==> src/rtl/split_counter_pkg.sv <==
package split_counter_pkg;
   localparam int unsigned HALF_W    = 2;
   localparam int unsigned HALF_SPAN = 3;

   typedef enum logic [HALF_W-1:0] {
      POS_FIRST  = 2'b00,
      POS_MID    = 2'b01,
      POS_LAST   = 2'b10,
      POS_PARKED = 2'b11
   } half_st_t;
endpackage

==> src/rtl/half_sequencer.sv <==
module half_sequencer
   import split_counter_pkg::*;
#(
   parameter bit START_PARKED = 1'b0
) (
   input  logic              clk,
   input  logic              rst_n,
   input  logic              step_up,
   input  logic              step_dn,
   input  logic [HALF_W-1:0] peer_st,
   output logic [HALF_W-1:0] st
);
   localparam logic [HALF_W-1:0] RESET_CODE = START_PARKED ? POS_PARKED : POS_FIRST;

   half_st_t cur_q, nxt;
   half_st_t peer;

   assign peer = half_st_t'(peer_st);

   always_comb begin
      nxt = cur_q;
      unique case (cur_q)
         POS_FIRST: begin
            if (step_up)      nxt = POS_MID;
            else if (step_dn) nxt = POS_PARKED;
         end
         POS_MID: begin
            if (step_up)      nxt = POS_LAST;
            else if (step_dn) nxt = POS_FIRST;
         end
         POS_LAST: begin
            if (step_up)      nxt = POS_PARKED;
            else if (step_dn) nxt = POS_MID;
         end
         POS_PARKED: begin
            if (step_up && peer == POS_LAST)       nxt = POS_FIRST;
            else if (step_dn && peer == POS_FIRST) nxt = POS_LAST;
         end
         default: nxt = cur_q;
      endcase
   end

   always_ff @(posedge clk or negedge rst_n) begin
      if (!rst_n) cur_q <= half_st_t'(RESET_CODE);
      else        cur_q <= nxt;
   end

   assign st = cur_q;
endmodule

==> src/rtl/position_decode.sv <==
module position_decode
   import split_counter_pkg::*;
#(
   parameter int unsigned COUNT_W = 3
) (
   input  logic [HALF_W-1:0]  lo_st,
   input  logic [HALF_W-1:0]  hi_st,
   output logic [COUNT_W-1:0] pos
);
   localparam logic [COUNT_W-1:0] HI_BASE = COUNT_W'(HALF_SPAN);

   always_comb begin
      if (lo_st == POS_PARKED) pos = HI_BASE + COUNT_W'(hi_st);
      else                     pos = COUNT_W'(lo_st);
   end
endmodule

==> src/rtl/split_updown_counter.sv <==
module split_updown_counter
   import split_counter_pkg::*;
#(
   parameter int unsigned COUNT_W = 3
) (
   input  logic               clk,
   input  logic               rst_n,
   input  logic               up,
   input  logic               dn,
   output logic [COUNT_W-1:0] count,
   output logic [1:0]         lo_state,
   output logic [1:0]         hi_state
);
   localparam int unsigned TOTAL_POS = 2 * HALF_SPAN;

   generate
      if ((1 << COUNT_W) < TOTAL_POS) begin : g_bad_width
         $error("COUNT_W too narrow for six positions");
      end
   endgenerate

   logic step_up, step_dn;
   logic [HALF_W-1:0] lo_st, hi_st;

   assign step_up = up & ~dn;
   assign step_dn = dn & ~up;

   half_sequencer #(.START_PARKED(1'b0)) u_lo (
      .clk(clk), .rst_n(rst_n), .step_up(step_up), .step_dn(step_dn),
      .peer_st(hi_st), .st(lo_st)
   );

   half_sequencer #(.START_PARKED(1'b1)) u_hi (
      .clk(clk), .rst_n(rst_n), .step_up(step_up), .step_dn(step_dn),
      .peer_st(lo_st), .st(hi_st)
   );

   position_decode #(.COUNT_W(COUNT_W)) u_dec (
      .lo_st(lo_st), .hi_st(hi_st), .pos(count)
   );

   assign lo_state = lo_st;
   assign hi_state = hi_st;
endmodule

==> config.mk <==
export PLATFORM = sky130hd
export DESIGN_NAME = split_updown_counter
export DESIGN_NICKNAME = d
export VERILOG_FILES = /design/src/rtl/split_counter_pkg.sv /design/src/rtl/half_sequencer.sv /design/src/rtl/position_decode.sv /design/src/rtl/split_updown_counter.sv
export SDC_FILE = /design/constraint.sdc
export NUM_CORES = 1
export LEC_CHECK = 0
export CAP_MARGIN = 20
export CORE_AREA = 4 4 41 43
export CTS_BUF_LIST = sky130_fd_sc_hd__clkbuf_2 sky130_fd_sc_hd__clkbuf_4 sky130_fd_sc_hd__clkbuf_8
export CTS_CLUSTER_DIAMETER = 200
export DETAILED_ROUTE_END_ITERATION = 16
export DIE_AREA = 0 0 45 47
export PLACE_DENSITY_LB_ADDON = 0.1
export SYNTH_ARGS = -nofsm -noshare
export SYNTH_HDL_FRONTEND = slang
export SYNTH_HIERARCHICAL = 1
export SYNTH_SLANG_ARGS = --single-unit
==> constraint.sdc <==
create_clock -name clk -period 1.7 [get_ports clk]
set_input_delay 0.34 -clock clk [delete_from_list [all_inputs] [get_ports clk]]
set_output_delay 0.34 -clock clk [all_outputs]
set_load 0.02 [all_outputs]
== After elaboration in Yosys (flattened, before gate mapping) ==
Index checks and enable logic that the tools add are counted.
Storage, ports and cells
  flip-flop bits (word level): 4
  bits in latches: 0
  RAM bits: 0
  memory bits (read-only): 0
  bits of input ports: 4
  output and inout bits: 7
  logic and storage cells: 42
  memories: 0
Cells by class
  add/subtract/negate cells: 1
  $mul: 0
  divide/modulo/power cells: 0
  magnitude comparators: 0
  eq/ne operators: 14
  shift-type cells: 0
  multiplexer cells: 13
  bitwise operators: 4
  reduce and logical (&&, ||, !) cells: 8
Operators with widths (count)
  inequality test 3 x 1 -> 1 bit (second input constant): 7
  2-to-1 mux 2 bit: 10
  case mux 2 bit (4 select lines): 2
  == test 2 bit (second input constant): 4
  AND reduction 4 bit: 2
  == test 2 x 1 -> 1 bit (second input constant): 2
  logical AND 1 bit: 4
  logical NOT 2 bit: 2
  adder 2 x 2 -> 3 bit (first input constant): 1
  2-to-1 mux 3 bit: 1
  inequality test 3 bit (second input constant): 1
  bitwise AND 1 bit: 2
  inverter 1 bit: 2

== Depth between registers and ports, before layout ==
Gate-level depths: netlist (run 1).
  depth after elaboration: 6
  depth in mapped cells: 4
  gate-level depth less buffers: 4

== Cells and area by module ==
The synthesis (run 1) kept the hierarchy.
By module, submodules not included
  half_sequencer (u_hi): instances 1, cells an instance 11, area an instance 122.6 um^2
  half_sequencer (u_lo): instances 1, cells an instance 11, area an instance 120.1 um^2
  position_decode: instances 1, cells an instance 6, area an instance 43.8 um^2
  split_updown_counter: instances 1, cells an instance 2, area an instance 15.0 um^2

== Worst setup path before layout (run 1) ==
No wires, ideal clock.
  kind: register -> output
  from: register u_hi.cur_q[0] (netlist: u_hi/st[0])
  to: output count[1]
  arrival time: 1.319 ns
  data required time: 1.360 ns
  path slack: 0.041 ns
  cell stages (with the launch flop): 4
  buffers on the path: 0
  path through: dfstp_2 -> inv_1 -> ha_1 -> a21boi_1
On the way
  longest elaborated chain between the ends: 2
Ends and longest elaborated chain
  start: declaration: RTL line half_sequencer.sv:15  | half_st_t cur_q, nxt;
  start signal: assignment: RTL line half_sequencer.sv:44  | if (!rst_n) cur_q <= half_st_t'(RESET_CODE);
  start signal: assignment: RTL line half_sequencer.sv:45  | else cur_q <= nxt;
  adder 2 x 2 -> 3 bit: RTL line position_decode.sv:13  | if (lo_st == POS_PARKED) pos = HI_BASE + COUNT_W'(hi_st);
  2-to-1 mux 3 bit: RTL line position_decode.sv:13
  end: declaration: RTL line split_updown_counter.sv:10  | output logic [COUNT_W-1:0] count,
No other way between the ends.

== Final worst setup path (run 1) ==
  from: register u_hi.cur_q[1] (netlist: u_hi/st[1])
  to: output count[1]
The elaborated chain is that of the path after synthesis.

==> results by stage, run 1 <==
Global routing:
- The first global-routing pass estimated 1193 um of wire.
- The number of global-route vias before repair is 290.
- The initial antenna violation count was 0.
- The global-route total usage across every layer is 7.930%.
- The largest net degree at the start of global routing is 11.
- After global routing the overflow that remains totals 0.

Worst hold path:
- The tightest min-delay check is of the primary input to async pin type.

Floorplan:
- From bottom edge to top edge, the die measures 47 um.
- Once the floorplan was initialized, standard cells occupied 23.17% of the core.
- The chip width is 45 um.
- The floorplan step defined a die boundary enclosing 2115 um2.
- The I/O pin count is 11.
- The standard-cell row count is 13.
- After floorplanning, the core was sized to cover 1301 um2.

Timing:
- The slew at the pin closest to its max-slew limit is 0.2119 ns.
- The worst max-slew margin expressed relative to the limit is 85.83%.
- The final number of hold-violating endpoints is 0.
- The ratio of final minimum period to clock period is 97.29%.
- Counting I/O delays and the setup requirement, the final critical path takes 1.654 ns.
- The top achievable clock speed is 604.6 MHz.
- Clock skew on the completed layout was measured at 0.002057 ns.
- The setup-violating endpoint count in the final report is 0.
- The number of slew-limit violations in the final report is 0.
- Setup repair after global routing left no endpoint under its margin.

Synthesis:
- Summing the areas of all fa, ha and maj instances in the mapped netlist gives 4.149% of the synthesized area.
- Sequential elements use 34.02% of the synthesized area.
- Summing the areas of all xor and xnor instances in the mapped netlist gives 5.809% of the synthesized area.
- The mapped netlist covers 301.5 um2.
- In the synthesized netlist, the number of instances is 30.
- The synthesized-area fraction occupied by and/or/nand/nor cells is 21.99%.
- The post-synth net total is 35.
- The total of warnings raised by yosys is 6.
- Measured against the total synthesized area, the mux share comes to 6.639%.
- Sorting the synthesized cells by area gives the leading types as sky130_fd_sc_hd__dfstp_2, sky130_fd_sc_hd__dfrtp_1, sky130_fd_sc_hd__mux2i_1.
- The combinational family with the most area after synthesis is compound AO/OA/AOI/OAI gates.
- The synthesized design contains 4 register bits.
- The synthesized-area fraction occupied by ao, oa, aoi and oai cells is 24.90%.
- Dividing the synthesized area by the synthesized cell count gives 10.05 um2.
- The share of the synthesized area in the top cell type is 17.43%.
- The most area-hungry cell type in the Yosys netlist is sky130_fd_sc_hd__dfstp_2.
- After synthesis, the netlist uses 17 different library cells.

Cells and area:
- The post-synthesis to final-layout area growth is 62.24%.
- For this run, the post-layout net count is 55.
- The number of inserted filler cells in the final layout is 140.
- The area of the multi-input gates is 207.7 um2.
- The area of all placed cells without fillers is 489.2 um2.
- The layout cell share with drive strength beyond 1 is 41.67%.
- The top cell types in the final layout, fill and taps aside, are sky130_fd_sc_hd__clkdlybuf4s50_1, sky130_fd_sc_hd__buf_4, sky130_fd_sc_hd__clkbuf_4, sky130_fd_sc_hd__dlygate4sd2_1.
- The area occupied by registers is 102.6 um2.
- The number of inserted diodes is 0.

Pwr:
- The analysis attributes to cell leakage a power of 0.0002048 uW.
- The maximum VDD drop is 502.3 uV.
- Net switching is 43.57% of the power.
- The net switching power of the design is 444.7 uW.
- The sum of internal, switching and leakage power is 1021 uW.
- Internal power comes to 575.9 uW.
- Sequential cells burn 20.7% of the power.
- For this design the ratio of total power to cell area is 2086 nW/um2.
- The share of total power in the clock network is 11.3%.
- Combinational logic burns 68.0% of the power.

Placement:
- The detailed-placement wirelength estimate is 581.1 um.
- The last weighted congestion value of the routability-driven placer is 0.7047.
- Input and output buffers added on the ports amount to 10.
- The placed instances occupy a cell area of 457.9 um2.

Job:
- The tool flagged a number of max-cap violations equal to 0.

Clock network:
- The number of clock sinks is 4.
- After clock tree synthesis, the clock-pin slew on the worst setup and hold paths is 0.04 ns.
- The cell sitting at the root of the clock tree is a sky130_fd_sc_hd__clkbuf_4.
- The clock network latency to the later pin of the worst-skew pair is 0.23 ns.
- The hold-fix buffer count after cts is 0.
- The buffer levels on the longest clock path is 2.
- The CTS tree is done.
- The number of buffers inserted during clock tree synthesis is 3.
- The H-tree level count is 1.

Setup path:
- The critical path start-end classification is flip-flop to output port.
- The maximum single-stage delay on the critical path is 0.53 ns.
- The category of cells accounting for the largest share of critical-path delay is flip-flops.
- The number of cells on the critical path is 4.
- The cell with the biggest individual delay on the critical path is sky130_fd_sc_hd__dfstp_2.
- The worst register-to-register path has a setup slack of 0.52 ns.
- The critical path capture point type is an output port.
- Counting both buffers and inverters, the worst setup path holds a total of 2.
- The required time of the worst setup path is 1.36 ns.
- The kind of start point of the critical path is a flip-flop.
- The critical register-to-register path startpoint is u_hi/st[1].
- Data on the critical path arrives at its endpoint at 1.31 ns.
- The endpoint identified for the worst register-to-register timing path is u_lo/st[0].
- The critical path starts at u_hi/st[1].
- The worst reg2reg path depth is 4.
- Along the worst path, the maximum fanout reaches 2.
- The critical path goes through inv_2 -> ha_4 -> a21boi_2 -> buf_6.

Detailed routing:
- The vias per cell is 4.937.
- In this run the remaining antenna-violating nets after routing total 0.
- For this run, design rule violations remaining after detail routing come to 0.
- In this run, the number of DRC markers left after iteration 0 of detailed routing was 9.
- The total iterations of the first detailed-routing run is 4.
- Summed over all layers, the routed wires come to 747 um.
- In the final routed layout, each cell accounts on average for 11.86 um.
- The via count is 311.

Outcome:
- The flow ran to the end, and the final reports show no timing, DRC or antenna violations.
cell families after synthesis:
| group | after synthesis |
|---|---|
| flip-flops | 4 |
| XOR/XNOR | 2 |
| multiplexers | 2 |
| AO/OA/AOI/OAI | 10 |
| buffers and inverters | 2 |
| AND/OR/NAND/NOR | 9 |
| adder cells (fa/ha/maj) | 1 |
layout make-up:
cell class | instances | area share [%]
inverters | 2 | 1.535
flip-flops and latches | 4 | 20.97
repair buffers | 15 | 26.60
multi-input cells | 24 | 42.46
clock buffers | 3 | 4.604
well taps | 15 | 3.836
routing by layer:
metal / vias to the layer above / part of all wire (%) / GRT usage, %
li1: 150 / - / -
met1: 150 / 38 / 8.736
met2: 11 / 53 / 13.84
met3: 0 / 8.2 / 0.3831
met4: 0 / 0 / 7.018
met5: - / 0 / 0
cell usage after synthesis, drive strengths merged:
cell type	instances
a21boi	2
and2b	1
and3b	1
dfrtp	2
dfstp	2
ha	1
inv	2
mux2i	2
nand4b	2
nor2	2
nor2b	3
o211ai	2
o21ai	4
o221ai	2
xnor2	2
stage by stage:
step	worst slack, ns	utilization (%)	setup TNS (ns)	std cells	hold WS (ns)
2_1_floorplan	0.04095	-	0	30	0.04441
3_3_place_gp	-0.2457	35.19	-0.4184	60	0.5448
3_5_place_dp	-0.2682	35.19	-0.4478	60	0.5483
4_1_cts	-0.03637	36.35	-0.03637	63	0.3014
5_1_grt	0.005217	37.60	0	63	0.3227
6_report	0.04603	37.60	0	63	0.3020
power groups by stage:
stage                     Sequential [uW]  Combinational, uW  Clock (uW)
after global placement                203                692           0
after global routing                  219                744         120
after floorplan                       327                244           0
final                                 211                694         115
after CTS                             209                661         120
after detailed placement              207                696           0
flip-flops by register name (all words and copies together) (netlist names):
signal and count:
u_hi/st 2, u_lo/st 2
worst reg2reg max path: stages (launching register included):
cell and delay [ns]:
sky130_fd_sc_hd__dfstp_2 0.53, sky130_fd_sc_hd__buf_4 0.15, sky130_fd_sc_hd__mux2i_1 0.18, sky130_fd_sc_hd__o221ai_1 0.13
sky130_fd_sc_hd__o21ai_1 0.11
worst max path at each step:
stage | endpoint | slack [ns]
global placement | count[1] | -0.25
floorplan | count[1] | 0.04
finish | count[1] | 0.05
global route | count[1] | 0.005
CTS | count[1] | -0.04
detailed placement | count[1] | -0.27
timing repair:
item	4_1_cts	5_1_grt
buffers inserted	0	0
pin swaps	0	2
resized for setup	13	3
setup endpoints to repair	5	2
Note: power is estimated with default switching activity, not from simulation.
==> run 2, diff against run 1 <==
--- a/config.mk
+++ b/config.mk
@@ -12,6 +12,7 @@
 export DETAILED_ROUTE_END_ITERATION = 16
 export DIE_AREA = 0 0 45 47
 export PLACE_DENSITY_LB_ADDON = 0.1
+export SETUP_SLACK_MARGIN = 0.3
 export SYNTH_ARGS = -nofsm -noshare
 export SYNTH_HDL_FRONTEND = slang
 export SYNTH_HIERARCHICAL = 1
==> run 2 against run 1 <==
  * Maximum frequency increased by 1.5%
  * Total power increased by 6.1%
  * Combinational power increased by 5.3%
  * Worst setup slack improved by 0.024 ns
  * Utilization increased by 3.6 points
  * Sequential share of layout area decreased by 1.6 points
  * Global-route usage increased by 0.69 points
==> results by stage, run 2 (synthesized netlist as in run 1, its figures left out) <==
Timing:
- RSZ-0062 raised after global routing: true (was false).
- The worst max-slew margin expressed relative to the limit came to 84.27% (was 85.83%).
- The final critical path time including I/O delays and setup is 1.630 ns (was 1.654 ns).
- The top achievable clock speed is 613.7 MHz (was 604.6 MHz).
- The final number of hold-violating endpoints is 0 (unchanged).
- The least setup slack across all paths after layout is 0.07050 ns (was 0.04603 ns).
- The setup-violating endpoint count in the final report is 0 (unchanged).
- The number of slew-limit violations in the final report is 0 (unchanged).
- The slew at the pin closest to its max-slew limit is 0.2359 ns (was 0.2119 ns).
- The worst clock skew is 0.004608 ns (was 0.002057 ns).
- The ratio of final minimum period to clock period is 95.85% (was 97.29%).

Floorplan:
- The I/O pin count came to 11 (unchanged).
- The chip width came to 45 um (unchanged).
- The starting density of the core is 23.17% (unchanged).
- The core area is 1301 um2 (unchanged).
- The area enclosed by the die boundary is 2115 um2 (unchanged).
- The vertical die dimension is 47 um (unchanged).
- The standard-cell row count is 13 (unchanged).

Setup path:
- The data arrival at the endpoint of the critical path is 1.29 ns (was 1.31 ns).
- The critical path start-end classification is flip-flop to output port (unchanged).
- The worst reg2reg path depth is 4 (unchanged).
- The worst-case register-to-register setup slack is 0.50 ns (was 0.52 ns).
- The critical register-to-register path startpoint was u_hi/st[1] (unchanged).
- The top fanout value on the critical path is 2 (unchanged).
- The critical path capture point type is an output port (unchanged).
- The kind of start point of the critical path is a flip-flop (unchanged).
- The required time of the worst setup path is 1.36 ns (about the same).
- The reg-to-reg endpoint is u_lo/st[0] (unchanged).

Placement:
- The worst slack after detailed placement was -0.1778 ns (was -0.2682 ns).
- The instance area after placement is 483.0 um2 (was 457.9 um2).
- The detailed-placement wirelength estimate is 599.6 um (was 581.1 um).
- The port buffer count is 10 (unchanged).
- The last weighted congestion value of the routability-driven placer was 0.7248 (was 0.7047).

Clock network:
- The root buffer selected by CTS is sky130_fd_sc_hd__clkbuf_4 (unchanged).
- The clock network latency to the later pin of the worst-skew pair was 0.23 ns (about the same).
- The H-tree level count was 1 (unchanged).
- The number of buffers inserted during clock tree synthesis is 3 (unchanged).
- The buffer levels on the longest clock path was 2 (unchanged).
- The CTS tree was done (unchanged).
- The clock transition at the registers of the reported paths is 0.04 ns (about the same).
- The number of clock sinks was 4 (unchanged).

Global routing:
- The remaining global-route overflow came to 0 (unchanged).
- The number of global-route vias before repair is 318 (was 290).
- The global-route total usage across every layer is 8.623% (was 7.930%).
- The largest net degree at the start of global routing came to 11 (unchanged).
- The wire length of the first global-routing pass is 1290 um (was 1193 um).
- The initial antenna violation count is 0 (unchanged).

Cells and area:
- The library cell used most frequently in the layout, excluding fill and tap cells, is sky130_fd_sc_hd__buf_4.
- The number of inserted filler cells in the final layout was 135 (was 140).
- The number of nets in the finished design is 57 (was 55).
- The post-synthesis to final-layout area growth is 77.59% (was 62.24%).
- Commonest cells after routing, fill and taps aside: sky130_fd_sc_hd__buf_4, sky130_fd_sc_hd__buf_6, sky130_fd_sc_hd__clkbuf_4 (was sky130_fd_sc_hd__clkdlybuf4s50_1, sky130_fd_sc_hd__buf_4, sky130_fd_sc_hd__clkbuf_4, sky130_fd_sc_hd__dlygate4sd2_1).
- The area of all placed cells without fillers was 535.5 um2 (was 489.2 um2).
- The area occupied by registers is 103.9 um2 (was 102.6 um2).
- The area of the multi-input gates is 224.0 um2 (was 207.7 um2).
- The number of inserted diodes is 0 (unchanged).
- The layout cell share with drive strength beyond 1 is 58.00% (was 41.67%).

Detailed routing:
- The number of DRC markers in iteration 0 came to 1 (was 9).
- The routed metal-1 wire length was 355 um (was 287 um).
- The via count is 316 (was 311).
- The vias per cell was 4.862 (was 4.937).
- The met3 wire length is 54 um (was 61 um).
- The length of routed met2 wiring was 447 um (was 399 um).
- The number of nets with antenna violations after detailed routing is 0 (unchanged).
- The highest signal layer in the routed design was met3 (unchanged).
- The post-detailed-route DRC marker count was 0 (unchanged).
- The routed wire length came to 857 um (was 747 um).
- The average wire length per cell after detail routing is 13.18 um (was 11.86 um).
- The total iterations of the first detailed-routing run is 3 (was 4).

Worst hold path:
- The path category of the worst min-delay check was primary input to async pin (unchanged).

Outcome:
- Run status: finished clean (unchanged).

Pwr:
- The sum of internal, switching and leakage power came to 1083 uW (was 1021 uW).
- The areal power density over the cells is 2022 nW/um2 (was 2086 nW/um2).
- The total leakage power was 0.0002431 uW (was 0.0002048 uW).
- The maximum VDD drop is 503.4 uV (was 502.3 uV).

Job:
- The number of max-cap violations is 0 (unchanged).
run 2: per-layer routing:
metal	vias up	GRT usage [%]
met4	0	7.018
li1	155	-
met1	152	8.447
met3	0	0.3831
met5	-	0
met2	9	16.67
run 2: metrics by stage:
| stage | util (%) | TNS, ns | hold WS (ns) | std cells |
|---|---|---|---|---|
| finish | 41.15 | 0 | 0.3118 | 65 |
| global route | 41.15 | 0 | 0.3270 | 65 |
| CTS | 38.17 | 0 | 0.3100 | 63 |
| detailed placement | 37.12 | -0.3252 | 0.5582 | 60 |
| global placement | 37.12 | -0.3060 | 0.5576 | 60 |
| floorplan | - | 0 | 0.04441 | 30 |
run 2: worst max-delay path by stage:
stage / startpoint / to / depth (start not counted)
3_5_place_dp: u_hi/st[0] / count[1] / 4
3_3_place_gp: u_hi/st[0] / count[1] / 4
2_1_floorplan: u_hi/st[0] / count[1] / 3
4_1_cts: u_hi/st[1] / count[1] / 4
6_report: u_hi/st[1] / count[1] / 4
5_1_grt: u_hi/st[0] / count[2] / 4
run 2: where the power goes:
group / internal, uW / switching (uW)
clock: 78.9 / 38.0
sequential: 167 / 68.5
combinational: 365 / 365
run 2: final cells by class:
class                      instances  area share (%)
tap                               15           3.505
multi-input combinational         24           41.82
inverter                           2           1.402
sequential                         4           19.39
clock buffer                       3           4.206
timing repair buffer              17           29.67
run 2: what timing repair did:
| item | 4_1_cts | 5_1_grt |
|---|---|---|
| pin swaps | 2 | 1 |
| endpoints found under the setup margin | 7 | 7 |
| buffers inserted | 0 | 1 |
| hold buffers | 0 | 0 |
| resized for setup | 29 | 6 |
| gates cloned | 0 | 1 |
run 2: worst max-delay path, cell delays in order, from the launching register on:
cell	delay, ns
sky130_fd_sc_hd__dfstp_2	0.54
sky130_fd_sc_hd__inv_2	0.05
sky130_fd_sc_hd__ha_4	0.23
sky130_fd_sc_hd__a21boi_4	0.12
sky130_fd_sc_hd__buf_6	0.12
==> run 3, diff against run 2 <==
--- a/config.mk
+++ b/config.mk
@@ -5,7 +5,7 @@
 export SDC_FILE = /design/constraint.sdc
 export NUM_CORES = 1
 export LEC_CHECK = 0
-export CAP_MARGIN = 20
+export CAP_MARGIN = 25
 export CORE_AREA = 4 4 41 43
 export CTS_BUF_LIST = sky130_fd_sc_hd__clkbuf_2 sky130_fd_sc_hd__clkbuf_4 sky130_fd_sc_hd__clkbuf_8
 export CTS_CLUSTER_DIAMETER = 200
==> results of run 3 <==
The final DEF is identical to that of run 2; final timing and power are the same.
